`config.mk`:
```
export PLATFORM = sky130hd
export DESIGN_NAME = cfg_stream_parser
export DESIGN_NICKNAME = d
export VERILOG_FILES = /design/src/rtl/cfgp_pkg.sv /design/src/rtl/cfgp_len_track.sv /design/src/rtl/cfgp_seq.sv /design/src/rtl/cfgp_out_stage.sv /design/src/rtl/cfg_stream_parser.sv
export SDC_FILE = /design/constraint.sdc
export NUM_CORES = 1
export LEC_CHECK = 0
export BUFFER_PORTS_ARGS = -buffer_cell sky130_fd_sc_hd__clkbuf_2
export CORE_UTILIZATION = 26
export CTS_CLUSTER_SIZE = 20
export DETAILED_ROUTE_END_ITERATION = 6
export MAX_ROUTING_LAYER = met4
export PLACE_DENSITY = 0.41
export SETUP_SLACK_MARGIN = 0.15
export SLEW_MARGIN = 5
export SYNTH_ARGS = -nofsm -noshare
export SYNTH_HDL_FRONTEND = slang
export SYNTH_HIERARCHICAL = 1
export SYNTH_SLANG_ARGS = --single-unit
```
`constraint.sdc`:
```
create_clock -name clk -period 7.6 [get_ports clk]
set_input_delay 0.38 -clock clk [delete_from_list [all_inputs] [get_ports clk]]
set_output_delay 0.38 -clock clk [all_outputs]
set_load 0.05 [all_outputs]
```
`src/rtl/cfgp_pkg.sv`:
```
// Package: shared constants and state type for the configuration stream parser.
// Assumes: code patterns are listed with the first-received bit as the MSB.
package cfgp_pkg;
    localparam int LEN_W     = 24;
    localparam int MIN_LEAD  = 8;
    localparam int MIN_SEP   = 4;
    localparam int POST_ONES = 7;
    localparam logic [3:0] SYNC_CODE    = 4'b0010;
    localparam logic [3:0] TRAILER_CODE = 4'b0110;

    typedef enum logic [3:0] {
        ST_LEAD, ST_SYNC, ST_LEN, ST_SEP, ST_DATA,
        ST_CHK, ST_GAP, ST_POST, ST_DONE, ST_HALT
    } cfgp_state_e;
endpackage

```
`src/rtl/cfgp_len_track.sv`:
```
// Module: counts accepted stream bits and tracks how many remain under the
// captured length.
// Assumes: 'take' marks each accepted bit, and 'load' is high together with
// 'take' on the last length bit.
module cfgp_len_track
    import cfgp_pkg::*;
(
    input  logic             clk,
    input  logic             rst_n,
    input  logic             take,
    input  logic             load,
    input  logic [LEN_W-1:0] load_val,
    output logic             short_load,
    output logic             last_bit,
    output logic [LEN_W-1:0] len_q
);
    logic [LEN_W-1:0] seen;
    logic [LEN_W-1:0] rem;
    logic             loaded;
    logic [LEN_W:0]   seen_incl;

    // Purpose: number of bits counted so far, including the current one.
    always_comb seen_incl = {1'b0, seen} + {{LEN_W{1'b0}}, 1'b1};

    // Purpose: flag a length that ends at or before the current bit.
    always_comb short_load = load && ({1'b0, load_val} <= seen_incl);

    // Purpose: the current bit is the final bit allowed by the length.
    always_comb last_bit = loaded && (rem == {{(LEN_W-1){1'b0}}, 1'b1});

    // Purpose: saturating bit counter, remaining budget and captured length.
    always_ff @(posedge clk) begin
        if (!rst_n) begin
            seen   <= '0;
            rem    <= '0;
            loaded <= 1'b0;
            len_q  <= '0;
        end else if (take) begin
            if (!(&seen)) seen <= seen + 1'b1;
            if (load && !short_load) begin
                rem    <= load_val - seen_incl[LEN_W-1:0];
                loaded <= 1'b1;
                len_q  <= load_val;
            end else if (loaded && rem != '0) begin
                rem <= rem - 1'b1;
            end
        end
    end
endmodule

```
`src/rtl/cfgp_seq.sv`:
```
// Module: bit-level sequencer. Walks the header, the frames and the
// postamble, and raises one-cycle pulses for frame data, done and error.
// Assumes: crc_mode is held stable for the whole stream; the length tracker
// reports on the same accepted bit, combinationally.
module cfgp_seq
    import cfgp_pkg::*;
#(
    parameter int FRAME_BITS = 64,
    parameter int NUM_FRAMES = 32,
    parameter int IDX_W      = 5,
    parameter int CNT_W      = 7
) (
    input  logic             clk,
    input  logic             rst_n,
    input  logic             bit_in,
    input  logic             bit_vld,
    input  logic             crc_mode,
    input  logic             len_short,
    input  logic             len_last,
    output logic             take,
    output logic             len_load,
    output logic [LEN_W-1:0] len_val,
    output logic             data_p,
    output logic [IDX_W-1:0] idx_p,
    output logic             done_p,
    output logic             err_p
);
    cfgp_state_e        state, state_n;
    logic [CNT_W-1:0]   cnt, cnt_n;
    logic [IDX_W-1:0]   frame, frame_n;
    logic [LEN_W-2:0]   shreg, shreg_n;
    logic [1:0]         sel;
    logic               bad;
    logic               finishing;

    // Purpose: a bit is consumed unless the parse has ended.
    always_comb take = bit_vld && (state != ST_DONE) && (state != ST_HALT);

    // Purpose: position inside a 4-bit code field.
    always_comb sel = cnt[1:0];

    // Purpose: the length value presented on the last length bit.
    always_comb len_val = {shreg, bit_in};

    // Purpose: next-state, counters and the pulses for the output stage.
    always_comb begin
        state_n   = state;
        cnt_n     = cnt;
        frame_n   = frame;
        shreg_n   = shreg;
        bad       = 1'b0;
        finishing = 1'b0;
        len_load  = 1'b0;
        data_p    = 1'b0;
        done_p    = 1'b0;
        idx_p     = frame;
        if (take) begin
            unique case (state)
                ST_LEAD: begin
                    if (bit_in) begin
                        if (cnt < CNT_W'(MIN_LEAD)) cnt_n = cnt + 1'b1;
                    end else if (cnt >= CNT_W'(MIN_LEAD)) begin
                        state_n = ST_SYNC;
                        cnt_n   = CNT_W'(1);
                    end else begin
                        bad = 1'b1;
                    end
                end
                ST_SYNC: begin
                    if (bit_in != SYNC_CODE[2'd3 - sel]) begin
                        bad = 1'b1;
                    end else if (sel == 2'd3) begin
                        state_n = ST_LEN;
                        cnt_n   = '0;
                    end else begin
                        cnt_n = cnt + 1'b1;
                    end
                end
                ST_LEN: begin
                    shreg_n = {shreg[LEN_W-3:0], bit_in};
                    if (cnt == CNT_W'(LEN_W-1)) begin
                        len_load = 1'b1;
                        if (len_short) begin
                            bad = 1'b1;
                        end else begin
                            state_n = ST_SEP;
                            cnt_n   = '0;
                        end
                    end else begin
                        cnt_n = cnt + 1'b1;
                    end
                end
                ST_SEP: begin
                    if (bit_in) begin
                        if (cnt < CNT_W'(MIN_SEP)) cnt_n = cnt + 1'b1;
                    end else if (cnt >= CNT_W'(MIN_SEP)) begin
                        state_n = ST_DATA;
                        cnt_n   = '0;
                        frame_n = '0;
                    end else begin
                        bad = 1'b1;
                    end
                end
                ST_DATA: begin
                    data_p = 1'b1;
                    if (cnt == CNT_W'(FRAME_BITS-1)) begin
                        state_n = ST_CHK;
                        cnt_n   = '0;
                    end else begin
                        cnt_n = cnt + 1'b1;
                    end
                end
                ST_CHK: begin
                    if (!crc_mode && (bit_in != TRAILER_CODE[2'd3 - sel])) begin
                        bad = 1'b1;
                    end else if (sel == 2'd3) begin
                        state_n = ST_GAP;
                        cnt_n   = '0;
                    end else begin
                        cnt_n = cnt + 1'b1;
                    end
                end
                ST_GAP: begin
                    if (bit_in) begin
                        if (crc_mode) bad = 1'b1;
                    end else if (frame == IDX_W'(NUM_FRAMES-1)) begin
                        state_n = ST_POST;
                        cnt_n   = '0;
                    end else begin
                        state_n = ST_DATA;
                        cnt_n   = '0;
                        frame_n = frame + 1'b1;
                    end
                end
                ST_POST: begin
                    if (!bit_in) begin
                        bad = 1'b1;
                    end else if (cnt == CNT_W'(POST_ONES-1)) begin
                        finishing = 1'b1;
                        state_n   = ST_DONE;
                        done_p    = 1'b1;
                    end else begin
                        cnt_n = cnt + 1'b1;
                    end
                end
                default: ;
            endcase
            if (len_last != finishing) bad = 1'b1;
            if (bad) begin
                state_n = ST_HALT;
                data_p  = 1'b0;
                done_p  = 1'b0;
            end
        end
        err_p = bad;
    end

    // Purpose: sequencer state registers.
    always_ff @(posedge clk) begin
        if (!rst_n) begin
            state <= ST_LEAD;
            cnt   <= '0;
            frame <= '0;
            shreg <= '0;
        end else begin
            state <= state_n;
            cnt   <= cnt_n;
            frame <= frame_n;
            shreg <= shreg_n;
        end
    end
endmodule

```
`src/rtl/cfgp_out_stage.sv`:
```
// Module: registers the sequencer pulses onto the block outputs and holds
// the sticky error flag.
// Assumes: the pulses last one cycle and are qualified by the sequencer.
module cfgp_out_stage #(
    parameter int IDX_W = 5
) (
    input  logic             clk,
    input  logic             rst_n,
    input  logic             bit_in,
    input  logic             data_p,
    input  logic [IDX_W-1:0] idx_p,
    input  logic             done_p,
    input  logic             err_p,
    output logic             frame_bit,
    output logic             frame_bit_vld,
    output logic [IDX_W-1:0] frame_idx,
    output logic             done,
    output logic             err_n
);
    // Purpose: output registers; err_n only clears on reset.
    always_ff @(posedge clk) begin
        if (!rst_n) begin
            frame_bit     <= 1'b0;
            frame_bit_vld <= 1'b0;
            frame_idx     <= '0;
            done          <= 1'b0;
            err_n         <= 1'b1;
        end else begin
            frame_bit_vld <= data_p;
            done          <= done_p;
            err_n         <= err_n & ~err_p;
            if (data_p) begin
                frame_bit <= bit_in;
                frame_idx <= idx_p;
            end
        end
    end
endmodule

```
`src/rtl/cfg_stream_parser.sv`:
```
// Module: top of the serial configuration stream parser. Ties together the
// sequencer, the length tracker and the output stage.
// Assumes: one bit per qualified cycle; reset restarts the parse.
module cfg_stream_parser
    import cfgp_pkg::*;
#(
    parameter int FRAME_BITS = 64,
    parameter int NUM_FRAMES = 32,
    localparam int IDX_W     = (NUM_FRAMES > 1) ? $clog2(NUM_FRAMES) : 1,
    localparam int CNT_MAX   = (FRAME_BITS > LEN_W) ? FRAME_BITS : LEN_W,
    localparam int CNT_W     = $clog2(CNT_MAX + 1)
) (
    input  logic             clk,
    input  logic             rst_n,
    input  logic             bit_in,
    input  logic             bit_vld,
    input  logic             crc_mode,
    output logic             frame_bit,
    output logic             frame_bit_vld,
    output logic [IDX_W-1:0] frame_idx,
    output logic [LEN_W-1:0] stream_len,
    output logic             done,
    output logic             err_n
);
    logic             take, len_load, len_short, len_last;
    logic [LEN_W-1:0] len_val;
    logic             data_p, done_p, err_p;
    logic [IDX_W-1:0] idx_p;

    cfgp_seq #(
        .FRAME_BITS (FRAME_BITS),
        .NUM_FRAMES (NUM_FRAMES),
        .IDX_W      (IDX_W),
        .CNT_W      (CNT_W)
    ) u_seq (
        .clk       (clk),
        .rst_n     (rst_n),
        .bit_in    (bit_in),
        .bit_vld   (bit_vld),
        .crc_mode  (crc_mode),
        .len_short (len_short),
        .len_last  (len_last),
        .take      (take),
        .len_load  (len_load),
        .len_val   (len_val),
        .data_p    (data_p),
        .idx_p     (idx_p),
        .done_p    (done_p),
        .err_p     (err_p)
    );

    cfgp_len_track u_len (
        .clk        (clk),
        .rst_n      (rst_n),
        .take       (take),
        .load       (len_load),
        .load_val   (len_val),
        .short_load (len_short),
        .last_bit   (len_last),
        .len_q      (stream_len)
    );

    cfgp_out_stage #(.IDX_W(IDX_W)) u_out (
        .clk           (clk),
        .rst_n         (rst_n),
        .bit_in        (bit_in),
        .data_p        (data_p),
        .idx_p         (idx_p),
        .done_p        (done_p),
        .err_p         (err_p),
        .frame_bit     (frame_bit),
        .frame_bit_vld (frame_bit_vld),
        .frame_idx     (frame_idx),
        .done          (done),
        .err_n         (err_n)
    );
endmodule

```
* Word level (Yosys, flattened, before mapping)
Index checks and enable logic that the tools add are counted.
** Operators by class
- Reductions and logical operators :: 24
- Multiplexer cells :: 69
- Bitwise operators :: 5
- Magnitude comparators :: 6
- Eq/ne operators :: 45
- Add/sub/neg operators :: 7
** Operator list (number)
- 7-bit two-way mux :: 15
- 4-bit two-way mux :: 15
- 7-bit one-hot mux with 8 select lines :: 1
- 24-bit two-way mux :: 2
- 4-bit one-hot mux with 8 select lines :: 1
- 1-bit two-way mux :: 26
- 24-bit by 1-bit adder with 25-bit output (second input constant) :: 1
- 24-bit by 25-bit <= comparator with 1-bit output :: 1
- 24-bit by 1-bit adder with 24-bit output (second input constant) :: 1
- 24-bit by 1-bit equality test with 1-bit output (second input constant) :: 1
- 3-bit by 2-bit inequality test with 1-bit output (second input constant) :: 8
- 24-bit AND reduction :: 1
- 24-bit nonzero test :: 1
- 24-bit by 1-bit subtractor with 24-bit output (second input constant) :: 1
- 24-bit subtractor :: 1
- 3-bit by 1-bit inequality test with 1-bit output (second input constant) :: 7
- 5-bit two-way mux :: 4
- 4-bit by 3-bit equality test with 1-bit output (second input constant) :: 4
- 16-bit AND reduction :: 1
- 2-bit inequality test (second input constant) :: 7
- 3-bit inequality test (second input constant) :: 4
- 12-bit AND reduction :: 1
- 5-bit one-hot mux with 2 select lines :: 1
- 9-bit nonzero test :: 1
- other kinds (31) :: 50
** Storage, ports and cells
- Bits of input ports :: 5
- Output and inout bits :: 33
- Word-level logic and storage cells :: 169
- Bits in registers :: 121

* Logic depth before layout (Yosys ltp)
Gate-level depths: netlist (run 1).
- Depth in word-level cells :: 13
- Gate-level depth with buffers :: 24
- Mapped depth without buffers :: 23

* By module
Netlist (run 1), hierarchy kept.
** By module, submodules not included
- cfgp_len_track :: cells each 680, area an instance 5057.4 um^2, instances 1, seq. area each 1461.4 um^2
- cfgp_seq :: cells each 299, area an instance 2294.7 um^2, instances 1, seq. area each 780.7 um^2
- cfgp_out_stage :: cells each 26, area an instance 311.5 um^2, instances 1, seq. area each 180.2 um^2

* Least setup slack after synthesis (run 1)
Ideal clock, no wire load.
- Kind :: register to register
- Start point :: register u_len.seen[0]
- End point :: register u_seq.state[0]
- Path buffers :: 0
- Slack :: 3.137 ns
- Data arrival time :: 4.339 ns
- Data required time :: 7.476 ns
- Cell stages (with the launch flop) :: 23
- Clock period less this slack :: 4.463 ns
- Library setup time :: 0.124 ns
- Cells stage by stage :: dfxtp_1 > ha_1 > nand3_1 > nor3_1 > and3_1 > and3_1 > and3_1 > xnor2_1 > ha_1 > nand2_1 > a21oi_1 > nand3_1 > a211o_1 > and3_4 > nand2_1 > a21boi_0 > nand2b_1 > o221ai_1 > a21oi_1 > or4b_4 > nand3b_4 > o31ai_1 > a21oi_1
** On the way
- Longest elaborated chain between the ends :: 10
- Elaborated cells on any way between the ends :: 25
- Classes of those cells :: add/sub (1); order compare (1); eq/ne (14); mux (6); reduce/logical (3)
** RTL lines
- from (decl) :: RTL line cfgp_len_track.sv:17 : logic [LEN_W-1:0] seen;
- from (signal assigned) :: RTL line cfgp_len_track.sv:39 : if (!(&seen)) seen <= seen + 1'b1;
- 24-bit by 1-bit adder with 25-bit output (*) :: RTL line cfgp_len_track.sv:23 : always_comb seen_incl = {1'b0, seen} + {{LEN_W{1'b0}}, 1'b1};
- 24-bit by 25-bit <= comparator with 1-bit output (*) :: RTL line cfgp_len_track.sv:26 : always_comb short_load = load && ({1'b0, load_val} <= seen_incl);
- 1-bit logical AND (*) :: RTL line cfgp_len_track.sv:26
- named net len_short :: RTL line cfg_stream_parser.sv:25 : logic take, len_load, len_short, len_last;
- 1-bit two-way mux :: RTL line cfgp_seq.sv:83 : if (len_short) begin
- 1-bit two-way mux :: RTL line cfgp_seq.sv:81 : if (cnt == CNT_W'(LEN_W-1)) begin
- 1-bit one-hot mux with 7 select lines :: RTL line cfgp_seq.sv:58 : unique case (state)
- 1-bit two-way mux :: RTL line cfgp_seq.sv:148 : if (len_last != finishing) bad = 1'b1;
- 1-bit two-way mux :: RTL line cfgp_seq.sv:57 : if (take) begin
- 9-bit nonzero test (no line) (tied with other cells)
- 16-bit AND reduction (no line)
- to (signal assigned) :: RTL line cfgp_seq.sv:166 : state <= state_n;
- to (decl) :: RTL line cfgp_seq.sv:28 : cfgp_state_e state, state_n;
The timed path passes the listed nets; every way through them passes the cells marked *. The select of a mux whose other input is x is not followed.
A chain may end at the register's enable or synchronous reset.

* Final worst setup path (run 1)
- Start point :: register u_len.seen[0]
- End point :: register u_out.frame_idx[0]
** On the way
- Longest elaborated chain between the ends :: 10
** RTL lines
- 24-bit by 1-bit adder with 25-bit output :: RTL line cfgp_len_track.sv:23
- 24-bit by 25-bit <= comparator with 1-bit output :: RTL line cfgp_len_track.sv:26
- 1-bit logical AND :: RTL line cfgp_len_track.sv:26
- named net len_short :: RTL line cfg_stream_parser.sv:25
- 1-bit two-way mux :: RTL line cfgp_seq.sv:83
- 1-bit two-way mux :: RTL line cfgp_seq.sv:81
- 1-bit one-hot mux with 7 select lines :: RTL line cfgp_seq.sv:58
- 1-bit two-way mux :: RTL line cfgp_seq.sv:148
- 1-bit two-way mux :: RTL line cfgp_seq.sv:57
- 1-bit two-way mux :: RTL line cfgp_seq.sv:149 : if (bad) begin
- 1-bit two-way mux :: RTL line cfgp_seq.sv:57
- named net data_p :: RTL line cfg_stream_parser.sv:27 : logic data_p, done_p, err_p;
- to (signal assigned) :: RTL line cfgp_out_stage.sv:34 : frame_idx <= idx_p;
- to (decl) :: RTL line cfgp_out_stage.sv:16 : output logic [IDX_W-1:0] frame_idx,
The timed path passes the listed nets, and every way through them passes these cells. The select of a mux whose other input is x is not followed.

==> results.ini, run 1 <==
[routing]
drtIter0Drc=526
viasPerCell=4.94
drt_first_pass_iters=5
wl_um=23100
wl_per_cell_um=16.4
post-route-drc-count=0
via_count=6944
ant_nets=0

[timing]
hold_ws_ns=0.379
slew_headroom=0.277
period_needed_ns=5.67
min_period_over_period=0.747
slew_viol_final=0
final.setup.tns_ns=0
hold_violations=0
setup_violations=0
rsz0062_at_grt=false
fmax_mhz=176
fin_skew_ns=0.0148
tightest_slew_ns=1.08
fin_ws_ns=1.93

[global_routing]
gr-usage-met3=0.0254
grt_max_degree=39
overflow=0
top_usage_layer=met2
grtUsageMet2=0.230
grt_usage=0.161
grt_pass1_wl_um=37100
grt.met1_usage=0.229
grt_pass1_vias=6613
antenna_found_initial=0

[logic_synthesis]
ys_top_cells_by_area=dfxtp_1 32%, nand2_1 8.3%, a21oi_1 7.6%
synth_area_leader_cell=dfxtp_1
synth-edff-count=0
synth_seq_cells=121
syn-cell-area_sq_um=7660
yosys_warnings=6
synth_top_area_share=0.316
synthCells=1005
avgSynthCellArea_sq_um=7.63
ys_types=83
synthFlopType=dfxtp_1
synthArstFlopShare=0
syn_nets=1042
ys_seq_area_frac=0.316

[floorplan]
fp.coreArea_sq_um=28900
row_count=62
start_util=0.266
die_area_sq_um=30200
die_h_um=174
num_io_pins=38
die_w_um=174

[clocking]
cts-root-buf=clkbuf_16
insertion_delay_ns=0.42
cts_resized=0
cts.sink_count=121
path_clk_slew_ns=0.06
clockBufferDepth=2
holdBufCountCts=0
postCtsSetupBuffers=0
cts_buffers=17
htree_levels=4
cts_tree=done

[critical_path]
r2r_end=u_out/frame_idx[0]$_SDFFE_PN0P_
worstPathRequired_ns=7.91
start_kind=flop
worstPathMaxFanout=7
rr_worst_depth=21
timing.rr.start=u_len/seen[0]$_SDFFE_PN0P_
cp.arrival_ns=5.98
crit_type=flop to flop
crit_path_end_kind=flop
timing.reg2reg.setup_slack_ns=1.93

[flow_run]
maxCapViolations=0

[power_and_ir_drop]
internal_power_mw=1.24
leakagePower_nw=3.13
vdd_drop_max_mv=0.137
clkPwrFrac=0.494
p_sw_frac=0.262
combPwrFrac=0.122
power.total_mw=1.68
powerDensity_nw_per_um2=195
p_sw_uw=440
pwr-share-seq=0.385

[layout]
postLayoutCoreUtil=0.299
final_cells=1406
layout-drive-gt1-share=0.109
final_area_sq_um=8630
nFillCells=3196
multi_input_area_sq_um=4790
syn2layout_area_growth_pct=12.6
register_area_sq_um=2420
insertedDiodeCount=0
nNetsFinal=1046

[outcome]
status=finished clean

[place]
dp.cells=1374
io_buffer_count=37
place_area_sq_um=8030
gp_congestion=0.852
dpl.hpwl_um=16500
pre_cts_slack_ns=1.85

[min_path]
holdPathStages=3
min_to=u_seq/state[3]$_SDFFE_PN0P_
hold_path_class=input pin to flop
worstHoldStart=bit_vld

-- cell usage in the layout (no fill, tap or decap), types with 4 or more instances in the layout --
master      instances
o21a_1              5
nand2b_1           12
or3_1              18
and2_1              8
nor2_1             77
and3_1              8
nand4_1            15
ha_1               31
o21ai_0            47
nand2_1           170
dfxtp_1           121
nor4_1             10
and4_1              4
clkinvlp_4          4
xor2_1             24
o21ai_1             7
o22ai_1             6
or2_2               6
a21o_1             15
mux2i_1             8
nor3_1             26
xnor2_1            34
inv_1              23
clkbuf_16          17
o31ai_1             6
nor2b_1            13
buf_4               7
a21oi_1           117
nand3_1            44
a211oi_1            8
clkbuf_2           37
a31oi_1            10
-- synth_stat cells, types with 8 or more instances --
cell type / instances
a211oi_1: 8
nand2_1: 170
nor2b_1: 13
ha_1: 31
nand2b_1: 12
and3_1: 8
o21ai_0: 47
nor4_1: 10
dfxtp_1: 121
nand3_1: 44
nand4_1: 15
a21o_1: 15
xor2_1: 24
nor2_1: 77
a21oi_1: 117
mux2i_1: 8
clkbuf_1: 26
buf_6: 12
buf_2: 12
inv_1: 24
a31oi_1: 10
or3_1: 18
xnor2_1: 34
nor3_1: 26
and2_1: 8
-- per-layer routing --
| metal | wire length, um | up-vias |
|---|---|---|
| met4 | 419 | 0 |
| met2 | 9760 | 108 |
| met5 | 0 | - |
| met1 | 12300 | 3261 |
| met3 | 600 | 18 |
| li1 | - | 3557 |
-- critical path, stage by stage, from the launching register on --
cell	delay (ns)
dfxtp_1	0.42
ha_1	0.25
nand3_1	0.14
nor3_1	0.67
and3_1	0.32
and3_1	0.20
and3_1	0.20
xnor2_1	0.08
ha_1	0.37
nand2_1	0.07
a21oi_1	0.15
nand3_1	0.15
a211o_1	0.28
and3_4	0.20
nand2_1	0.06
a21boi_0	0.14
and3_4	0.20
nor4_4	0.45
nand2_1	0.17
nor2_1	0.69
mux2i_1	0.29
nor2b_1	0.06
-- area by class of cell --
type / instances / area share
sequential: 121 / 0.281
clock inverter: 11 / 0.0171
tap: 384 / 0.0557
inverter: 25 / 0.0109
timing repair buffer: 44 / 0.0276
multi-input combinational: 800 / 0.556
clock buffer: 21 / 0.0522
-- sequential cells by signal, indices dropped and copies added (netlist names) --
signal               cells
u_len/len_q             24
u_len/loaded             1
u_len/rem               24
u_len/seen              24
u_out/done               1
u_out/err_n              1
u_out/frame_bit          1
u_out/frame_bit_vld      1
u_out/frame_idx          5
u_seq/cnt                7
u_seq/idx_p              5
u_seq/shreg             23
u_seq/state              4
-- how the worst max path moves through the flow --
stage,start,end,slack (ns),cells after the start
2_1_floorplan,u_len/seen[0]$_SDFFE_PN0P_,u_seq/state[0]$_SDFFE_PN0P_,3.14,22
3_3_place_gp,u_len/seen[0]$_SDFFE_PN0P_,u_out/frame_idx[2]$_SDFFE_PN0P_,1.97,21
3_5_place_dp,u_len/seen[0]$_SDFFE_PN0P_,u_out/frame_idx[0]$_SDFFE_PN0P_,1.85,21
4_1_cts,u_len/seen[0]$_SDFFE_PN0P_,u_out/frame_idx[0]$_SDFFE_PN0P_,1.83,21
5_1_grt,u_len/seen[0]$_SDFFE_PN0P_,u_out/frame_idx[0]$_SDFFE_PN0P_,1.56,21
6_report,u_len/seen[0]$_SDFFE_PN0P_,u_out/frame_idx[0]$_SDFFE_PN0P_,1.93,21
-- kinds of logic (layout without fill, tap and decap cells) --
| family | after synthesis | after routing | synth area share |
|---|---|---|---|
| xor+xnor | 58 | 58 | 0.0663 |
| mux | 10 | 10 | 0.0134 |
| fa+ha+maj | 35 | 35 | 0.0571 |
| simple gates | 440 | 440 | 0.284 |
| flops | 121 | 121 | 0.316 |
| compound gates | 257 | 257 | 0.204 |
| buf+inv | 84 | 101 | 0.0583 |
-- power by group through the flow --
stage	clock network (mW)	logic (mW)	registers, mW
2_1_floorplan	0	0.151	0.660
3_3_place_gp	0	0.205	0.661
3_5_place_dp	0	0.202	0.661
4_1_cts	0.859	0.204	0.647
5_1_grt	0.887	0.225	0.647
6_report	0.831	0.205	0.647
No activity file was read; power rests on OpenSTA's default activity.
==> run 2, diff against run 1 <==
--- a/config.mk
+++ b/config.mk
@@ -10,7 +10,7 @@
 export CTS_CLUSTER_SIZE = 20
 export DETAILED_ROUTE_END_ITERATION = 6
 export MAX_ROUTING_LAYER = met4
-export PLACE_DENSITY = 0.41
+export PLACE_DENSITY = 0.43
 export SETUP_SLACK_MARGIN = 0.15
 export SLEW_MARGIN = 5
 export SYNTH_ARGS = -nofsm -noshare
==> constraint.sdc (replaced) <==
create_clock -name clk -period 5.04 [get_ports clk]
set_input_delay 0.252 -clock clk [delete_from_list [all_inputs] [get_ports clk]]
set_output_delay 0.252 -clock clk [all_outputs]
set_load 0.05 [all_outputs]
==> run 2 against run 1 <==
Compared with the run above: power increased by 54%; final area increased by 2.8%; die area stayed put; sequential power rose by 51%; utilization up 0.84 points; sequential share of layout area is 0.73 points lower; global-route usage increased by 0.44 points; combinational power rose by 51%; clock-buffer cell count is 1 higher; clock power up 58%; worst hold slack got worse by 0.15 ns; critical path depth rose by 2; critical endpoint is now u_seq/state[0]$_SDFFE_PN0P_; highest routed layer unchanged.
==> results.ini, run 2 (same netlist as run 1, synthesis figures left out) <==
[layout]
final_cell_mix=170 x nand2_1, 118 x dfxtp_1, 117 x a21oi_1, 75 x nor2_1, 47 x o21ai_0
layout_commonest_cell=nand2_1
insertedDiodeCount=0  ; unchanged
layout-drive-gt1-share=0.141  ; +0.0326
reg_top3=u_len/len_q (24), u_len/rem (24), u_len/seen (24)
syn2layout_area_growth_pct=15.7
final_area_sq_um=8870  ; +2.8%
nNetsFinal=1065  ; +1.8%
nFillCells=3159  ; -1.2%

[routing]
drt_first_pass_iters=4  ; -1
wl_um=23400  ; +1.6%
drtIter0Drc=414  ; -21%
ant_nets=0  ; unchanged
viasPerCell=4.95  ; +0.29%
post-route-drc-count=0  ; unchanged
via_count=7058  ; +1.6%
wl_per_cell_um=16.4  ; +0.25%

[critical_path]
cp.arrival_ns=4.82  ; -1.16 ns
worstPathRequired_ns=5.35  ; -2.56 ns
worstPathMaxFanout=7  ; unchanged
timing.rr.start=u_len/seen[3]$_SDFFE_PN0P_
r2r_end=u_seq/state[0]$_SDFFE_PN0P_
worstSetupStartpoint=u_len/seen[3]$_SDFFE_PN0P_
crit_path_end_kind=flop
rr_worst_depth=23  ; +9.5%
crit_type=flop to flop
start_kind=flop
timing.reg2reg.setup_slack_ns=0.53  ; -1.40 ns

[power_and_ir_drop]
leakagePower_nw=3.26  ; +4.1%
power.total_mw=2.59  ; +54%
powerDensity_nw_per_um2=292  ; +50%
vdd_drop_max_mv=0.146  ; +6.9%

[flow_run]
maxCapViolations=0  ; unchanged

[place]
io_buffer_count=37  ; unchanged
gp_congestion=0.823  ; -3.4%
place_area_sq_um=8170  ; +1.7%
dpl.hpwl_um=17100  ; +3.4%

[floorplan]
die_area_sq_um=30200  ; unchanged
row_count=62  ; unchanged
die_w_um=174  ; unchanged
die_h_um=174  ; unchanged
fp.coreArea_sq_um=28900  ; unchanged
num_io_pins=38  ; unchanged
start_util=0.266  ; unchanged

[clocking]
cts_buffers=17  ; unchanged
cts-root-buf=clkbuf_16
cts.sink_count=121  ; unchanged
htree_levels=4  ; unchanged
cts_tree=done
path_clk_slew_ns=0.06  ; about the same
clockBufferDepth=2  ; unchanged
insertion_delay_ns=0.43  ; about the same

[global_routing]
overflow=0  ; unchanged
grt_usage=0.166  ; +0.00437
grt_pass1_wl_um=38300  ; +3.2%
antenna_found_initial=0  ; unchanged
grt_pass1_vias=6804  ; +2.9%
grt_max_degree=44  ; +13%

[timing]
hold_violations=0  ; unchanged
period_needed_ns=4.51  ; -1.16 ns
fin_skew_ns=0.0122  ; -0.00256 ns
final.setup.tns_ns=0  ; unchanged
rsz0062_at_grt=false
slew_headroom=0.273  ; -0.00420
tightest_slew_ns=1.09  ; +0.00892 ns
slew_viol_final=0  ; unchanged
min_period_over_period=0.895  ; +0.149
setup_violations=0  ; unchanged
hold_ws_ns=0.225  ; -0.154 ns
fmax_mhz=222  ; +26%

[min_path]
hold_path_class=input pin to flop
min_to=u_seq/state[3]$_SDFFE_PN0P_
worstHoldStart=bit_vld
holdPathStages=3  ; unchanged

[outcome]
status=finished clean

==> run 2: changes by cell type in the layout (fill, tap and decap cells not counted), sizes merged <==
cell      previous run  this run
buf                  7        26
clkbuf              58        59
clkinvlp             4         3
==> run 2: critical path, cell delays in order, from the launching register on <==
cell,delay [ns]
dfxtp_2,0.38
and4_1,0.24
nand2_1,0.15
nor2_4,0.17
and4_2,0.29
nand2b_1,0.14
nor2_2,0.16
xnor2_1,0.09
ha_1,0.33
nand2_1,0.12
nor3_2,0.14
o22a_1,0.19
nor2_2,0.06
a211o_1,0.30
and3_4,0.20
nand2_1,0.08
a21boi_2,0.07
nand2b_1,0.09
o221ai_1,0.11
a21oi_1,0.13
or4b_4,0.47
nand3b_4,0.18
o31ai_1,0.23
a21oi_1,0.06
==> run 2: cell type report <==
cell class / instances / area [sq um] / share of cell area
clock inverters: 10 / 140 / 0.0158
multi-input cells: 800 / 4840 / 0.546
repair buffers: 63 / 393 / 0.0443
well taps: 384 / 480 / 0.0542
clock buffers: 22 / 494 / 0.0557
flip-flops and latches: 121 / 2430 / 0.274
inverters: 25 / 93.8 / 0.0106
==> run 2: through the flow <==
step           instances   util  setup slack [ns]
2_1_floorplan       1005      -             0.577
3_3_place_gp        1391  0.283             0.259
3_5_place_dp        1391  0.283             0.121
4_1_cts             1423  0.305             0.168
5_1_grt             1425  0.307             0.131
6_report            1425  0.307             0.529
==> run 2: layer usage <==
layer / vias to the layer above / routed length [um] / global-route usage
met4: 0 / 340 / 0.0504
met5: - / 0 / -
met1: 3329 / 11800 / 0.225
met3: 17 / 762 / 0.0274
met2: 120 / 10500 / 0.251
li1: 3592 / - / -
==> run 2: what timing repair did <==
item                       4_1_cts  5_1_grt
setup buffers                    0        2
hold endpoints to repair         0        0
hold buffers                     0        0
resized for setup                1       15
pin swaps                        0        5
setup endpoints to repair        6       54
==> run 2: how the worst max path moves through the flow <==
| stage | slack [ns] | endpoint | cells past startpoint |
|---|---|---|---|
| detailed placement | 0.12 | u_out/frame_idx[1]$_SDFFE_PN0P_ | 23 |
| global route | 0.13 | u_seq/state[0]$_SDFFE_PN0P_ | 23 |
| floorplan | 0.58 | u_seq/state[0]$_SDFFE_PN0P_ | 22 |
| CTS | 0.17 | u_out/frame_idx[1]$_SDFFE_PN0P_ | 23 |
| finish | 0.53 | u_seq/state[0]$_SDFFE_PN0P_ | 23 |
| global placement | 0.26 | u_out/frame_idx[2]$_SDFFE_PN0P_ | 23 |
==> run 2: power by group <==
group | switching [mW] | leakage [nW] | internal, mW | total [mW]
clock | 0.465 | 0.304 | 0.843 | 1.31
combinational | 0.184 | 1.98 | 0.124 | 0.309
sequential | 0.0110 | 0.977 | 0.965 | 0.976
total | 0.661 | 3.26 | 1.93 | 2.59
==> run 3, diff against run 2 <==
--- a/config.mk
+++ b/config.mk
@@ -6,11 +6,12 @@
 export NUM_CORES = 1
 export LEC_CHECK = 0
 export BUFFER_PORTS_ARGS = -buffer_cell sky130_fd_sc_hd__clkbuf_2
-export CORE_UTILIZATION = 26
+export CORE_UTILIZATION = 56
+export CTS_BUF_LIST = sky130_fd_sc_hd__clkbuf_16
 export CTS_CLUSTER_SIZE = 20
 export DETAILED_ROUTE_END_ITERATION = 6
 export MAX_ROUTING_LAYER = met4
-export PLACE_DENSITY = 0.43
+export PLACE_DENSITY = 0.78
 export SETUP_SLACK_MARGIN = 0.15
 export SLEW_MARGIN = 5
 export SYNTH_ARGS = -nofsm -noshare
==> run 3 against run 2 <==
Compared with the run above: sequential share of layout area increased by 1.3 points; die area decreased by 53%; clock power decreased by 14%; power decreased by 7.2%; via count increased by 3.4%; largest power group unchanged; sequential power increased by 0.8%; register-to-register slack got worse by 0.10 ns; final area decreased by 4.4%; worst hold slack improved by 0.011 ns; final cell count decreased by 15%; critical path depth decreased by 1.
==> results.ini, run 3 (same netlist as run 1, synthesis figures left out) <==
[flow_run]
maxCapViolations=0  ; unchanged

[min_path]
worstHoldStart=bit_vld
hold_path_class=input pin to flop
min_to=u_seq/state[3]$_SDFFE_PN0P_
holdPathStages=3  ; unchanged

[floorplan]
start_util=0.576  ; +0.311
fp.coreArea_sq_um=13300  ; -54%
die_area_sq_um=14200  ; -53%
die_h_um=119  ; -31%
row_count=42  ; -32%
num_io_pins=38  ; unchanged
die_w_um=119  ; -31%

[timing]
hold_ws_ns=0.237  ; +0.0113 ns
slew_viol_final=0  ; unchanged
min_period_over_period=0.916  ; +0.0205
period_needed_ns=4.61  ; +0.103 ns
rsz0062_at_grt=false
final.setup.tns_ns=0  ; unchanged
fmax_mhz=217  ; -2.2%
hold_violations=0  ; unchanged
setup_violations=0  ; unchanged
tightest_slew_ns=0.999  ; -0.0919 ns
slew_headroom=0.334  ; +0.0612
fin_skew_ns=0.00849  ; -0.00373 ns

[clocking]
cts_tree=done
insertion_delay_ns=0.42  ; about the same
htree_levels=4  ; unchanged
cts_buffers=17  ; unchanged
path_clk_slew_ns=0.05  ; about the same
cts.sink_count=121  ; unchanged
holdBufCountCts=0  ; unchanged
clockBufferDepth=2  ; unchanged
cts-root-buf=clkbuf_16

[critical_path]
cp_slowest_cell=or4b_4
r2r_end=u_seq/state[0]$_SDFFE_PN0P_
crit_path_max_incr_delay_ns=0.48  ; about the same
path_cells=ha_2, nand3_1, nor3_2, and3_4, and3_1, and3_1, xnor2_1, ha_2, nand2_1, a21oi_1, nand3_1, a211o_1, and3_4, nand2_1, a21boi_0, nand2b_1, o221ai_1, a21oi_1, or4b_4, nand3b_4, o31ai_1, a21oi_1
crit_path_end_kind=flop
timing.rr.start=u_len/seen[0]$_SDFFE_PN0P_
timing.reg2reg.setup_slack_ns=0.43  ; -0.10 ns
crit_type=flop to flop
cp.arrival_ns=4.92  ; +0.10 ns
start_kind=flop
worstPathRequired_ns=5.34  ; about the same
rr_worst_depth=22  ; -4.3%
worstPathMaxFanout=6  ; -1
crit_top_cell=a21oi_1

[routing]
wl_per_cell_um=16.4  ; about the same
post-route-drc-count=0  ; unchanged
viasPerCell=6.02  ; +21%
wl_um=19900  ; -15%
drt_first_pass_iters=5  ; +1
via_count=7299  ; +3.4%
ant_nets=0  ; unchanged
drtIter0Drc=797  ; +93%

[layout]
insertedDiodeCount=0  ; unchanged
reg_top3=u_len/len_q (24), u_len/rem (24), u_len/seen (24)
final_cell_mix=170 x nand2_1, 118 x dfxtp_1, 116 x a21oi_1, 74 x nor2_1, 47 x o21ai_0
layout_commonest_cell=nand2_1
syn2layout_area_growth_pct=10.6
postLayoutCoreUtil=0.638  ; +0.330
layout-drive-gt1-share=0.131  ; -0.0101
final_cells=1213  ; -15%
nNetsFinal=1062  ; -0.28%

[power_and_ir_drop]
p_sw_frac=0.254  ; -0.000897
combPwrFrac=0.123  ; +0.004
clkPwrFrac=0.468  ; -0.036
p_sw_uw=611  ; -7.5%
internal_power_mw=1.80  ; -7.0%
powerDensity_nw_per_um2=284  ; -2.9%
pwr-share-seq=0.409  ; +0.032
leakagePower_nw=3.21  ; -1.6%
vdd_drop_max_mv=0.298  ; +100%

[global_routing]
antenna_found_initial=0  ; unchanged
grt_max_degree=36  ; -18%
overflow=0  ; unchanged
grt_pass1_wl_um=32500  ; -15%
grt_usage=0.297  ; +0.132
grt_pass1_vias=6431  ; -5.5%

[place]
dpl.hpwl_um=13600  ; -20%
dp.cells=1175  ; -16%
io_buffer_count=37  ; unchanged
gp_congestion=0.963  ; +17%

[outcome]
status=finished clean

-- run 3: worst max-delay path, delay by kind of cell, from the launching register on --
kind                     cells  cell delay, ns
adder cells (fa/ha/maj)      2            0.62
AND/OR/NAND/NOR             12            2.28
XOR/XNOR                     1            0.12
AO/OA/AOI/OAI                7            1.11
flip-flops                   1            0.38
-- run 3: repair_timing --
action,in CTS,in global routing
gates cloned,1,0
pin swaps,1,3
setup buffers,0,6
hold endpoints to repair,0,0
setup endpoints to repair,8,66
gates resized for setup,0,14
-- run 3: worst max path at each step --
stage / from / slack, ns / cells after the start / end
finish: u_len/seen[0]$_SDFFE_PN0P_ / 0.43 / 22 / u_seq/state[0]$_SDFFE_PN0P_
floorplan: u_len/seen[0]$_SDFFE_PN0P_ / 0.58 / 22 / u_seq/state[0]$_SDFFE_PN0P_
global placement: u_len/seen[3]$_SDFFE_PN0P_ / 0.26 / 18 / u_len/rem[18]$_SDFFE_PN0P_
CTS: u_len/seen[0]$_SDFFE_PN0P_ / 0.17 / 23 / u_out/frame_idx[4]$_SDFFE_PN0P_
detailed placement: u_len/seen[0]$_SDFFE_PN0P_ / 0.11 / 18 / u_len/rem[18]$_SDFFE_PN0P_
global route: u_len/seen[0]$_SDFFE_PN0P_ / 0.14 / 22 / u_seq/state[0]$_SDFFE_PN0P_
-- run 3: final cells by class --
class                      instances  area, sq um
inverter                          25         93.8
multi-input combinational        801         4840
tap                              176          220
sequential                       121         2430
clock inverter                    14          119
clock buffer                      17          425
timing repair buffer              59          350
fill                            1164         4820
-- run 3: metal layers --
metal / share of wire / wire, um / GRT usage / up-vias
met3: 0.068 / 1360 / 0.0603 / 32
met4: 0.018 / 359 / 0.0886 / 0
li1: - / - / - / 3588
met1: 0.48 / 9550 / 0.415 / 3404
met5: 0 / 0 / - / -
met2: 0.43 / 8650 / 0.430 / 275
-- run 3: power groups by stage --
stage | Sequential, mW | Combinational, mW | Clock [mW]
floorplan | 0.995 | 0.228 | 0
global placement | 1.00 | 0.278 | 0
detailed placement | 1.00 | 0.280 | 0
CTS | 0.983 | 0.284 | 1.14
global route | 0.986 | 0.318 | 1.18
finish | 0.984 | 0.295 | 1.13
-- run 3: stage by stage --
stage	total power, mW	cell area (sq um)	worst slack, ns
2_1_floorplan	1.22	7660	0.577
3_3_place_gp	1.28	7840	0.255
3_5_place_dp	1.28	7840	0.105
4_1_cts	2.41	8390	0.167
5_1_grt	2.49	8480	0.137
6_report	2.41	8480	0.426
